## src/rtl/hadd_pkg.sv

```systemverilog
package hadd_pkg;
  // Default geometry of the adder
  localparam int unsigned HADD_DATA_W  = 64;
  localparam int unsigned HADD_SLICE_W = 8;
endpackage

```

## src/rtl/hadd_slice.sv

```systemverilog
// One byte slice: half-sum bits plus two carry chains (incoming carry 0 / 1).
module hadd_slice #(
  parameter int unsigned W = hadd_pkg::HADD_SLICE_W
) (
  input  logic [W-1:0] op_a,
  input  logic [W-1:0] op_b,
  output logic [W-1:0] half_sum,
  output logic [W-1:0] cin_vec0,   // carry into each bit, slice carry-in = 0
  output logic [W-1:0] cin_vec1,   // carry into each bit, slice carry-in = 1
  output logic         gen_out,    // slice carry-out assuming carry-in 0
  output logic         xmit_out    // slice carry-out assuming carry-in 1 (not killed)
);
  logic [W-1:0] bit_g;
  logic [W-1:0] bit_p;
  logic         run0;
  logic         run1;

  always_comb begin
    bit_g = op_a & op_b;
    bit_p = op_a ^ op_b;
    run0  = 1'b0;
    run1  = 1'b1;
    for (int i = 0; i < W; i++) begin
      cin_vec0[i] = run0;
      cin_vec1[i] = run1;
      run0 = bit_g[i] | (bit_p[i] & run0);
      run1 = bit_g[i] | (bit_p[i] & run1);
    end
    half_sum = bit_p;
    gen_out  = run0;
    xmit_out = run1;
  end
endmodule

```

## src/rtl/hadd_cla.sv

```systemverilog
// Lookahead network: each slice carry-in as a flat sum of products.
module hadd_cla #(
  parameter int unsigned N = 4
) (
  input  logic [N-1:0] grp_gen,
  input  logic [N-1:0] grp_xmit,
  input  logic         carry_in,
  output logic [N-1:0] slice_cin,
  output logic         carry_out
);
  logic [N:0] cv;
  logic       pass_all;
  logic       acc;

  always_comb begin
    for (int j = 0; j <= N; j++) begin
      pass_all = 1'b1;
      acc      = 1'b0;
      for (int k = j - 1; k >= 0; k--) begin
        acc      = acc | (pass_all & grp_gen[k]);
        pass_all = pass_all & grp_xmit[k];
      end
      cv[j] = acc | (pass_all & carry_in);
    end
    slice_cin = cv[N-1:0];
    carry_out = cv[N];
  end
endmodule

```

## src/rtl/hadd_csel.sv

```systemverilog
// Conditional chain over the upper slices, evaluated for both half carry-ins.
module hadd_csel #(
  parameter int unsigned N = 4
) (
  input  logic [N-1:0] grp_gen,
  input  logic [N-1:0] grp_xmit,
  output logic [N-1:0] cin_if0,
  output logic [N-1:0] cin_if1,
  output logic         cout_if0,
  output logic         cout_if1
);
  logic r0;
  logic r1;

  always_comb begin
    r0 = 1'b0;
    r1 = 1'b1;
    for (int i = 0; i < N; i++) begin
      cin_if0[i] = r0;
      cin_if1[i] = r1;
      r0 = r0 ? grp_xmit[i] : grp_gen[i];
      r1 = r1 ? grp_xmit[i] : grp_gen[i];
    end
    cout_if0 = r0;
    cout_if1 = r1;
  end
endmodule

```

## src/rtl/hadd_pipe.sv

```systemverilog
// Two-stage hybrid adder: byte slices -> register -> lookahead/select/XOR -> register.
module hadd_pipe #(
  parameter int unsigned DATA_W  = hadd_pkg::HADD_DATA_W,
  parameter int unsigned SLICE_W = hadd_pkg::HADD_SLICE_W
) (
  input  logic              clk,
  input  logic              rst_n,
  input  logic              in_valid,
  input  logic [DATA_W-1:0] in_a,
  input  logic [DATA_W-1:0] in_b,
  input  logic              in_cin,
  output logic              out_valid,
  output logic [DATA_W-1:0] out_sum,
  output logic              out_cout
);
  localparam int unsigned NSL = DATA_W / SLICE_W;
  localparam int unsigned LSL = NSL / 2;
  localparam int unsigned HSL = NSL - LSL;

  // ---------------- stage 1: byte slices ----------------
  logic [DATA_W-1:0] hs_d, cy0_d, cy1_d;
  logic [NSL-1:0]    gen_d, xmit_d;

  for (genvar s = 0; s < NSL; s++) begin : g_slice
    hadd_slice #(.W(SLICE_W)) u_slice (
      .op_a     (in_a [s*SLICE_W +: SLICE_W]),
      .op_b     (in_b [s*SLICE_W +: SLICE_W]),
      .half_sum (hs_d [s*SLICE_W +: SLICE_W]),
      .cin_vec0 (cy0_d[s*SLICE_W +: SLICE_W]),
      .cin_vec1 (cy1_d[s*SLICE_W +: SLICE_W]),
      .gen_out  (gen_d[s]),
      .xmit_out (xmit_d[s])
    );
  end

  logic              s1_valid;
  logic [DATA_W-1:0] s1_hs, s1_cy0, s1_cy1;
  logic [NSL-1:0]    s1_gen, s1_xmit;
  logic              s1_cin;
  logic              s1_load;

  assign s1_load = in_valid;

  always_ff @(posedge clk or negedge rst_n) begin
    if (!rst_n) s1_valid <= 1'b0;
    else        s1_valid <= in_valid;
  end

  always_ff @(posedge clk) begin
    if (s1_load) begin
      s1_hs   <= hs_d;
      s1_cy0  <= cy0_d;
      s1_cy1  <= cy1_d;
      s1_gen  <= gen_d;
      s1_xmit <= xmit_d;
      s1_cin  <= in_cin;
    end
  end

  // ---------------- stage 2: carries, select, XOR ----------------
  logic [LSL-1:0] lo_cin;
  logic           lo_cout;
  logic [HSL-1:0] hi_cin0, hi_cin1;
  logic           hi_cout0, hi_cout1;

  hadd_cla #(.N(LSL)) u_cla (
    .grp_gen   (s1_gen [LSL-1:0]),
    .grp_xmit  (s1_xmit[LSL-1:0]),
    .carry_in  (s1_cin),
    .slice_cin (lo_cin),
    .carry_out (lo_cout)
  );

  hadd_csel #(.N(HSL)) u_csel (
    .grp_gen  (s1_gen [NSL-1:LSL]),
    .grp_xmit (s1_xmit[NSL-1:LSL]),
    .cin_if0  (hi_cin0),
    .cin_if1  (hi_cin1),
    .cout_if0 (hi_cout0),
    .cout_if1 (hi_cout1)
  );

  logic [NSL-1:0]    slc_cin;
  logic [DATA_W-1:0] sum_d;
  logic              cout_d;

  always_comb begin
    slc_cin = {(lo_cout ? hi_cin1 : hi_cin0), lo_cin};
    cout_d  = lo_cout ? hi_cout1 : hi_cout0;
  end

  for (genvar s = 0; s < NSL; s++) begin : g_xor
    assign sum_d[s*SLICE_W +: SLICE_W] = s1_hs[s*SLICE_W +: SLICE_W] ^
      (slc_cin[s] ? s1_cy1[s*SLICE_W +: SLICE_W] : s1_cy0[s*SLICE_W +: SLICE_W]);
  end

  logic s2_load;
  assign s2_load = s1_valid;

  always_ff @(posedge clk or negedge rst_n) begin
    if (!rst_n) out_valid <= 1'b0;
    else        out_valid <= s1_valid;
  end

  always_ff @(posedge clk) begin
    if (s2_load) begin
      out_sum  <= sum_d;
      out_cout <= cout_d;
    end
  end
endmodule

```

## config.mk

```make
export PLATFORM = sky130hd
export DESIGN_NAME = hadd_pipe
export DESIGN_NICKNAME = d
export VERILOG_FILES = /design/src/rtl/hadd_pkg.sv /design/src/rtl/hadd_slice.sv /design/src/rtl/hadd_cla.sv /design/src/rtl/hadd_csel.sv /design/src/rtl/hadd_pipe.sv
export SDC_FILE = /design/constraint.sdc
export NUM_CORES = 1
export LEC_CHECK = 0
export BUFFER_PORTS_ARGS = -buffer_cell sky130_fd_sc_hd__buf_4
export CAP_MARGIN = 0
export CORE_UTILIZATION = 61
export CTS_CLUSTER_DIAMETER = 40
export DETAILED_ROUTE_END_ITERATION = 8
export PLACE_DENSITY = 0.85
export SLEW_MARGIN = 30
export SYNTH_ARGS = -nofsm -noshare
export SYNTH_HDL_FRONTEND = slang
export SYNTH_SLANG_ARGS = --single-unit
```

## constraint.sdc

```tcl
create_clock -name clk -period 5.6 [get_ports clk]
set_clock_uncertainty 0.15 [all_clocks]
set_input_delay 0.84 -clock clk [delete_from_list [all_inputs] [get_ports clk]]
set_output_delay 0.84 -clock clk [all_outputs]
set_load 0.02 [all_outputs]
```

# [Yosys cells after proc, flatten, opt, wreduce, memory -nomap -nowiden]
# Cells that the tools add are included.
[totals] input_bits=132 register_bits=260 elab_cells=308 out_inout_bits=66
[op_classes] n_bitwise=282 muxes=16
[ops] operator="bitwise OR 1 bit" count=130
[ops] operator="bitwise AND 1 bit" count=128
[ops] operator="XOR 8 bit" count=16
[ops] operator="bitwise AND 8 bit" count=8
[ops] operator="2-to-1 mux 8 bit" count=8
[ops] operator="2-to-1 mux 1 bit" count=7
[ops] operator="2-to-1 mux 4 bit" count=1

# [Logic depth before layout (Yosys ltp)]
# Gate-level depths: netlist of the first run.
[depth] depth_word=16 mapped_depth=7 depth_no_buf=7

# [Cells and area by module]
# From an unflattened synthesis of the first run, not the netlist that was laid out.
[hier_totals] cells_unflattened=786 area_unflattened_um2=12335.6
[modules_own_cells] mod="hadd_pipe" area_each_um2=9611.7 cells_each=414 seq_area_each_um2=8277.9 instances=1
[modules_own_cells] mod="hadd_slice" area_each_um2=319.1 cells_each=44 seq_area_each_um2=0.0 instances=8
[modules_own_cells] mod="hadd_csel" area_each_um2=125.1 cells_each=14 seq_area_each_um2=0.0 instances=1
[modules_own_cells] mod="hadd_cla" area_each_um2=46.3 cells_each=6 seq_area_each_um2=0.0 instances=1

# [Worst setup path after synthesis of the first run]
# No wires, ideal clock.
[synth_path] path_type="in2reg" from="input port in_a[1]" to="register s1_xmit[0], data pin" path_slack_ns=3.228 path_stages=6 t_arrival_ns=1.966 t_required_ns=5.194 setup_time_ns=0.256 n_path_buf=0 cell_sequence="ha_1 -> nor2b_1 -> o21a_1 -> o21ai_0 -> a21oi_1 -> a31o_2"
[synth_via] elab_chain_len=15 word_cells_on_any_way=16 cone_classes="16 x bitwise"
[synth_rtl] item="from (decl)" line="hadd_pipe.sv:9" text="input logic [DATA_W-1:0] in_a,"
[synth_rtl] item="XOR 8 bit" line="hadd_slice.sv:20" text="bit_p = op_a ^ op_b;"
[synth_rtl] item="bitwise AND 1 bit" line="hadd_slice.sv:27" text="run1 = bit_g[i] | (bit_p[i] & run1);"
[synth_rtl] item="bitwise OR 1 bit (*)" line="hadd_slice.sv:27"
[synth_rtl] item="bitwise AND 1 bit (*)" line="hadd_slice.sv:27"
[synth_rtl] item="bitwise OR 1 bit (*)" line="hadd_slice.sv:27"
[synth_rtl] item="bitwise AND 1 bit (*)" line="hadd_slice.sv:27"
[synth_rtl] item="bitwise OR 1 bit (*)" line="hadd_slice.sv:27"
[synth_rtl] item="bitwise AND 1 bit (*)" line="hadd_slice.sv:27"
[synth_rtl] item="bitwise OR 1 bit (*)" line="hadd_slice.sv:27"
[synth_rtl] item="bitwise AND 1 bit (*)" line="hadd_slice.sv:27"
[synth_rtl] item="bitwise OR 1 bit (*)" line="hadd_slice.sv:27"
[synth_rtl] item="named net cy1_d[6]" line="hadd_pipe.sv:21" text="logic [DATA_W-1:0] hs_d, cy0_d, cy1_d;"
[synth_rtl] item="bitwise AND 1 bit (*)" line="hadd_slice.sv:27"
[synth_rtl] item="bitwise OR 1 bit (*)" line="hadd_slice.sv:27"
[synth_rtl] item="bitwise AND 1 bit (*)" line="hadd_slice.sv:27"
[synth_rtl] item="bitwise OR 1 bit (*)" line="hadd_slice.sv:27"
[synth_rtl] item="named net g_slice[0].u_slice.xmit_out" line="hadd_slice.sv:11" text="output logic xmit_out"
[synth_rtl] item="to (signal assigned)" line="hadd_pipe.sv:55" text="s1_xmit <= xmit_d;"
[synth_rtl] item="to (decl)" line="hadd_pipe.sv:38" text="logic [NSL-1:0] s1_gen, s1_xmit;"
# The timed path passes the listed nets; every way through them passes the cells marked *.
# A chain may end at the register's enable or synchronous reset.

# [Final worst setup path of the first run]
[layout_path] from="register s1_cin" to="register out_cout, data pin"
[layout_via] elab_chain_len=3
[layout_rtl] item="from (decl)" line="hadd_pipe.sv:39" text="logic s1_cin;"
[layout_rtl] item="from (signal assigned)" line="hadd_pipe.sv:56" text="s1_cin <= in_cin;"
[layout_rtl] item="bitwise AND 1 bit" line="hadd_cla.sv:23" text="cv[j] = acc | (pass_all & carry_in);"
[layout_rtl] item="bitwise OR 1 bit" line="hadd_cla.sv:23"
[layout_rtl] item="2-to-1 mux 1 bit" line="hadd_pipe.sv:89" text="cout_d = lo_cout ? hi_cout1 : hi_cout0;"
[layout_rtl] item="named net cout_d" line="hadd_pipe.sv:85" text="logic cout_d;"
[layout_rtl] item="to (signal assigned)" line="hadd_pipe.sv:108" text="out_cout <= cout_d;"
[layout_rtl] item="to (decl)" line="hadd_pipe.sv:14" text="output logic out_cout"
# The timed path passes the listed nets, and every way through them passes these cells.

==> results of run 1 <==
==> worst max-delay path by stage <==
stage	from	cells past startpoint	end
floorplan	in_a[1]	6	s1_xmit[0]
finish	s1_cin	5	out_cout
CTS	s1_cin	5	out_cout
global placement	s1_cin	5	out_cout
global route	s1_cin	5	out_cout
detailed placement	s1_cin	5	out_cout
==> layout make-up <==
cell class,instances,area [um^2]
Sequential cell,260,7800
Fill cell,1131,4270
Multi-Input combinational cell,508,4110
Timing Repair Buffer,202,1550
Clock buffer,41,941
Tap cell,265,332
Clock inverter,21,303
Inverter,24,90.1
==> flip-flops by register name, summed over array words and instances (netlist names) <==
register	cells
out_cout	1
out_sum	64
out_valid	1
s1_cin	1
s1_cy0	56
s1_cy1	56
s1_gen	8
s1_hs	64
s1_valid	1
s1_xmit	8
==> stage by stage <==
step,power [mW],cell area [um^2],instances,setup slack (ns)
2_1_floorplan,3.20,12100,804,3.23
3_3_place_gp,3.55,13800,1257,2.59
3_5_place_dp,3.59,13900,1257,2.50
4_1_cts,5.95,15100,1320,2.51
5_1_grt,6.14,15100,1321,2.39
6_report,5.92,15100,1321,2.51
==> routing by layer <==
| layer | part of all wire [%] | vias to the layer above | GRT usage (%) |
|---|---|---|---|
| met2 | 52 | 273 | 40.9 |
| met3 | 6.9 | 52 | 5.10 |
| met1 | 39 | 3618 | 27.6 |
| li1 | - | 3579 | - |
| met5 | 0 | - | 0 |
| met4 | 2.1 | 0 | 8.94 |
==> report_power, final <==
part | total [mW] | internal, mW | leakage [nW] | switching (mW)
clock network | 2.35 | 1.53 | 0.609 | 0.813
registers | 2.59 | 2.48 | 2.54 | 0.112
logic | 0.983 | 0.457 | 3.11 | 0.526
==> cells in the final DEF, fill, tap and decap left out, types with 16 or more instances in the layout <==
master     instances
edfxtp_1         258
buf_4            198
inv_1             24
xnor2_1           39
a21oi_1           24
nand2_1           16
clkbuf_16         37
a31o_2            17
a21o_1            57
nor2b_1           64
or2_2             24
nand3_1           16
mux2i_1           39
ha_1              72
nand2b_1          16
==> worst max-delay path, cell delays in order, from the launching register on <==
cell	delay, ns
edfxtp_1	0.63
a21o_4	0.35
a41o_1	0.46
nor2_4	0.62
o21ai_0	0.30
mux2_2	0.33
==> repair_timing <==
action / in CTS / in global routing
resized for setup: 0 / 0
hold endpoints to repair: 2 / 0
hold buffers: 1 / 0
==> cell families after synthesis <==
logic type | count (synthesis)
flops | 260
simple gates | 184
compound gates | 167
fa+ha+maj | 72
xor+xnor | 43
mux | 42
buf+inv | 36
==> results.py, run 1 <==
metrics = {
    "power_and_ir_drop": {
        "power_density_nw_per_um2": 391,
        "peakVddDrop_mv": 0.289,
        "p_leak_nw": 6.26,
    },
    "synthesis": {
        "synthTopCellsByArea": "edfxtp_1, ha_1, a21o_1",
        "synth_edf_count": 258,
        "yosysWarnings": 0,
        "synth_nets": 1008,
        "syn_area_um2": 12100,
        "synth.avg_cell_area_um2": 15.0,
        "synthMuxAreaShare_pct": 3.51,
        "yosys.area_share.simple_pct": 9.80,
        "synth_xor_xnor_area_share_pct": 3.12,
        "synth_top_family_by_area": "compound AO/OA/AOI/OAI gates",
        "synth.yosys.seq_area_share_pct": 64.6,
        "yosys.area.top_type": "edfxtp_1",
        "synthArstFlopShare_pct": 0.769,
        "synth_fa_ha_area_share_pct": 7.46,
        "synth_cell_types": 41,
        "synth_top_area_share_pct": 64.2,
        "ys_seq_elements": 260,
        "synth_common_cells": "edfxtp_1, ha_1, nor2b_1",
        "syn_inst": 804,
        "yosysMostFrequentCell": "edfxtp_1",
        "synth_compound_area_share_pct": 10.2,
        "synth_flop_cell": "edfxtp_1",
    },
    "sta": {
        "worst_pin_slew_ns": 0.931,
        "fin_crit_sh_pct": 55.2,
        "finalCriticalPeriod_ns": 3.09,
        "timing.fmax_mhz": 323,
        "hold_viol": 0,
        "grt_setup_unrepaired": "false",
        "whs_ns": 0.376,
        "setup_viol": 0,
        "tns_ns": 0,
        "relSlewSlack_pct": 37.9,
        "slew_viol_final": 0,
    },
    "worst_setup_path": {
        "worstReg2RegEnd": "out_cout",
        "worstSetupStartpointType": "flop",
        "end_kind": "flop",
        "r2r_start": "s1_cin",
        "required_ns": 5.70,
        "worstSetupPathType": "reg2reg",
        "reg2reg_slack_ns": 2.51,
        "reg2reg_depth": 5,
        "worstPathArrival_ns": 3.19,
        "critPathMaxFanout": 23,
    },
    "worst_hold_path": {
        "hold_class": "in2reg",
        "min_to": "s1_cin",
        "min_delay_path_depth": 1,
        "min_from": "in_cin",
    },
    "floorplan": {
        "initial_core_util_pct": 62.2,
        "io_pins": 198,
        "coreArea_um2": 19400,
        "die_area_um2": 20400,
        "die_w_um": 143,
        "placement_rows": 51,
        "die_h_um": 143,
    },
    "cells_and_area": {
        "post-route-util_pct": 78.0,
        "drive_gt1_share_pct": 29.6,
        "finalNetCount": 1236,
        "area_delta_synth_final_pct": 25.3,
        "antenna_cells": 0,
    },
    "route": {
        "wire_per_inst_um": 17.5,
        "firstDrtPassIters": 5,
        "drc": 0,
        "ant_nets": 0,
        "vias": 7522,
        "post_drt_via_cell_ratio": 5.69,
        "wirelength_um": 23100,
        "drtIter0Drc": 479,
    },
    "cts": {
        "clk_path_buf_depth": 3,
        "h-tree-depth": 2,
        "cts_buffers": 36,
        "path_clk_slew_ns": 0.06,
        "cts.sinks": 260,
        "clkLatencyLatePin_ns": 0.50,
        "cts_setup_buffers": 0,
        "root_buffer": "clkbuf_16",
        "cts_tree": "built",
    },
    "grt": {
        "grt_usage_pct": 23.1,
        "grt_max_degree": 127,
        "antenna_found_initial": 0,
        "overflow": 0,
        "first_global_vias": 7522,
        "grt_pass1_wl_um": 36200,
    },
    "placed_design": {
        "routabilityCongestion": 0.807,
        "numPortBuffers": 197,
        "place_hpwl_um": 15400,
    },
    "job": {
        "drv_cap": 0,
    },
    "status": {
        "status": "completed",
    },
}
Note: power is estimated with default switching activity, not from simulation.
==> inputs of run 2 (changes only) <==
CORE_UTILIZATION = 57   (was 61)
PLACE_DENSITY = 0.8   (was 0.85)
clock period = 3.09 ns   (was 5.6 ns; I/O delays follow)
==> results.py, run 2 (synthesis gave the netlist of run 1 again) <==
metrics = {
    "placed_design": {
        "place_hpwl_um": 15800,
        "routabilityCongestion": 0.774,
        "numPortBuffers": 197,
        "placed_area_um2": 13900,
    },
    "grt": {
        "met1_usage_pct": 24.8,
        "first_global_vias": 7282,
        "antenna_found_initial": 0,
        "gr-max-usage-layer": "met2",
        "grt_max_degree": 79,
        "overflow": 0,
        "grt_pass1_wl_um": 34900,
        "grt_usage_pct": 20.4,
        "grt_use_met2_pct": 35.8,
        "use_met3_pct": 4.17,
    },
    "worst_setup_path": {
        "worstSetupStartpointType": "flop",
        "critPathMaxFanout": 22,
        "reg2reg_slack_ns": 0.54,
        "required_ns": 3.30,
        "reg2reg_depth": 5,
        "worstReg2RegEnd": "out_sum[49]",
        "crit_family": "simple AND/OR/NAND/NOR gates",
        "crit_chain": "and2_1 > a31oi_1 > a21boi_2 > or4b_2 > nand3_1",
        "critPathMaxStageDelay_ns": 0.72,
        "critical_path.slowest_cell": "or4b_2",
        "worstPathArrival_ns": 2.77,
        "r2r_start": "s1_xmit[3]",
        "cp.depth": 5,
        "end_kind": "flop",
        "critPathBufInv": 0,
        "worstSetupPathType": "reg2reg",
    },
    "cells_and_area": {
        "antenna_cells": 0,
        "drive_gt1_share_pct": 29.8,
        "layout_commonest_cell": "edfxtp_1",
        "final_cell_mix": "edfxtp_1, buf_4, ha_1",
        "area_delta_synth_final_pct": 25.5,
        "top_regs": "out_sum (64), s1_hs (64)",
        "finalInstanceArea_um2": 15200,
        "finalNetCount": 1243,
    },
    "sta": {
        "slew_viol_final": 0,
        "worst_pin_slew_ns": 0.752,
        "fin_crit_sh_pct": 82.5,
        "finalCriticalPeriod_ns": 2.55,
        "timing.fmax_mhz": 392,
        "grt_setup_unrepaired": "false",
        "tns_ns": 0,
        "setup_viol": 0,
        "hold_viol": 0,
        "relSlewSlack_pct": 48.5,
    },
    "floorplan": {
        "die_h_um": 148,
        "die_w_um": 148,
        "initial_core_util_pct": 58.9,
        "die_area_um2": 21800,
        "io_pins": 198,
        "placement_rows": 52,
        "coreArea_um2": 20500,
    },
    "route": {
        "vias": 7294,
        "firstDrtPassIters": 4,
        "wirelength_um": 21800,
        "wire_per_inst_um": 16.4,
        "ant_nets": 0,
        "drc": 0,
        "post_drt_via_cell_ratio": 5.47,
        "drtIter0Drc": 309,
    },
    "cts": {
        "clkLatencyLatePin_ns": 0.49,
        "cts.sinks": 260,
        "root_buffer": "clkbuf_16",
        "path_clk_slew_ns": 0.05,
        "cts_setup_buffers": 0,
        "h-tree-depth": 2,
        "cts-resized-gates": 0,
        "cts_tree": "built",
        "cts_buffers": 37,
        "clk_path_buf_depth": 3,
    },
    "power_and_ir_drop": {
        "peakVddDrop_mv": 0.450,
        "power_density_nw_per_um2": 696,
        "switching_share_pct": 24.2,
        "p_int_mw": 7.99,
        "p_sw_mw": 2.55,
        "p_leak_nw": 6.28,
        "p_clk_share_pct": 38.8,
        "p_seq_share_pct": 44.4,
        "comb_power_share_pct": 16.8,
    },
    "worst_hold_path": {
        "hold_class": "in2async",
    },
    "status": {
        "status": "completed",
    },
    "job": {
        "drv_cap": 0,
    },
}
run 2: what timing repair did:
| action | CTS | global route |
|---|---|---|
| endpoints found under the setup margin | 0 | 0 |
| hold endpoints to repair | 3 | 0 |
| hold buffers | 2 | 0 |
run 2: metal layers:
layer / wire [um] / share of wire (%)
met5: 0 / 0
met4: 639 / 2.9
met3: 1140 / 5.2
met2: 11100 / 51
met1: 8930 / 41
run 2: worst max path at each step:
stage                    start           to  slack [ns]
floorplan             s1_valid     out_cout        0.90
global placement    s1_xmit[3]  out_sum[55]        0.70
detailed placement  s1_xmit[3]  out_sum[49]        0.60
CTS                 s1_xmit[3]  out_sum[49]        0.59
global route        s1_xmit[3]  out_sum[49]        0.40
finish              s1_xmit[3]  out_sum[49]        0.54
run 2: area by class of cell:
| cell class | count | area, um^2 |
|---|---|---|
| tap | 270 | 338 |
| timing repair buffer | 208 | 1600 |
| inverter | 24 | 90.1 |
| clock inverter | 18 | 200 |
| fill | 1306 | 5340 |
| sequential | 260 | 7800 |
| multi-input combinational | 508 | 4110 |
| clock buffer | 46 | 1020 |
run 2: through the flow:
stage | total power, mW | cells | setup WS, ns | util [%] | hold slack (ns)
after floorplan | 5.81 | 804 | 0.898 | - | 0.0179
after global routing | 11.0 | 1334 | 0.395 | 73.9 | 0.128
final | 10.5 | 1334 | 0.539 | 73.9 | 0.139
after global placement | 6.45 | 1268 | 0.696 | 67.9 | 0.0976
after detailed placement | 6.52 | 1268 | 0.603 | 67.9 | 0.0987
after CTS | 10.6 | 1334 | 0.595 | 73.9 | 0.117
run 2: power by group through the flow:
stage,Sequential [mW],Clock (mW),Combinational [mW]
4_1_cts,4.68,4.16,1.79
5_1_grt,4.73,4.32,1.92
6_report,4.68,4.09,1.77
3_5_place_dp,4.75,0,1.77
2_1_floorplan,4.93,0,0.880
3_3_place_gp,4.72,0,1.73
run 2: worst register-to-register path, stage by stage (launching register included):
cell and delay, ns:
edfxtp_1 0.47, and2_1 0.19, a31oi_1 0.45, a21boi_2 0.34, or4b_2 0.73, nand3_1 0.10
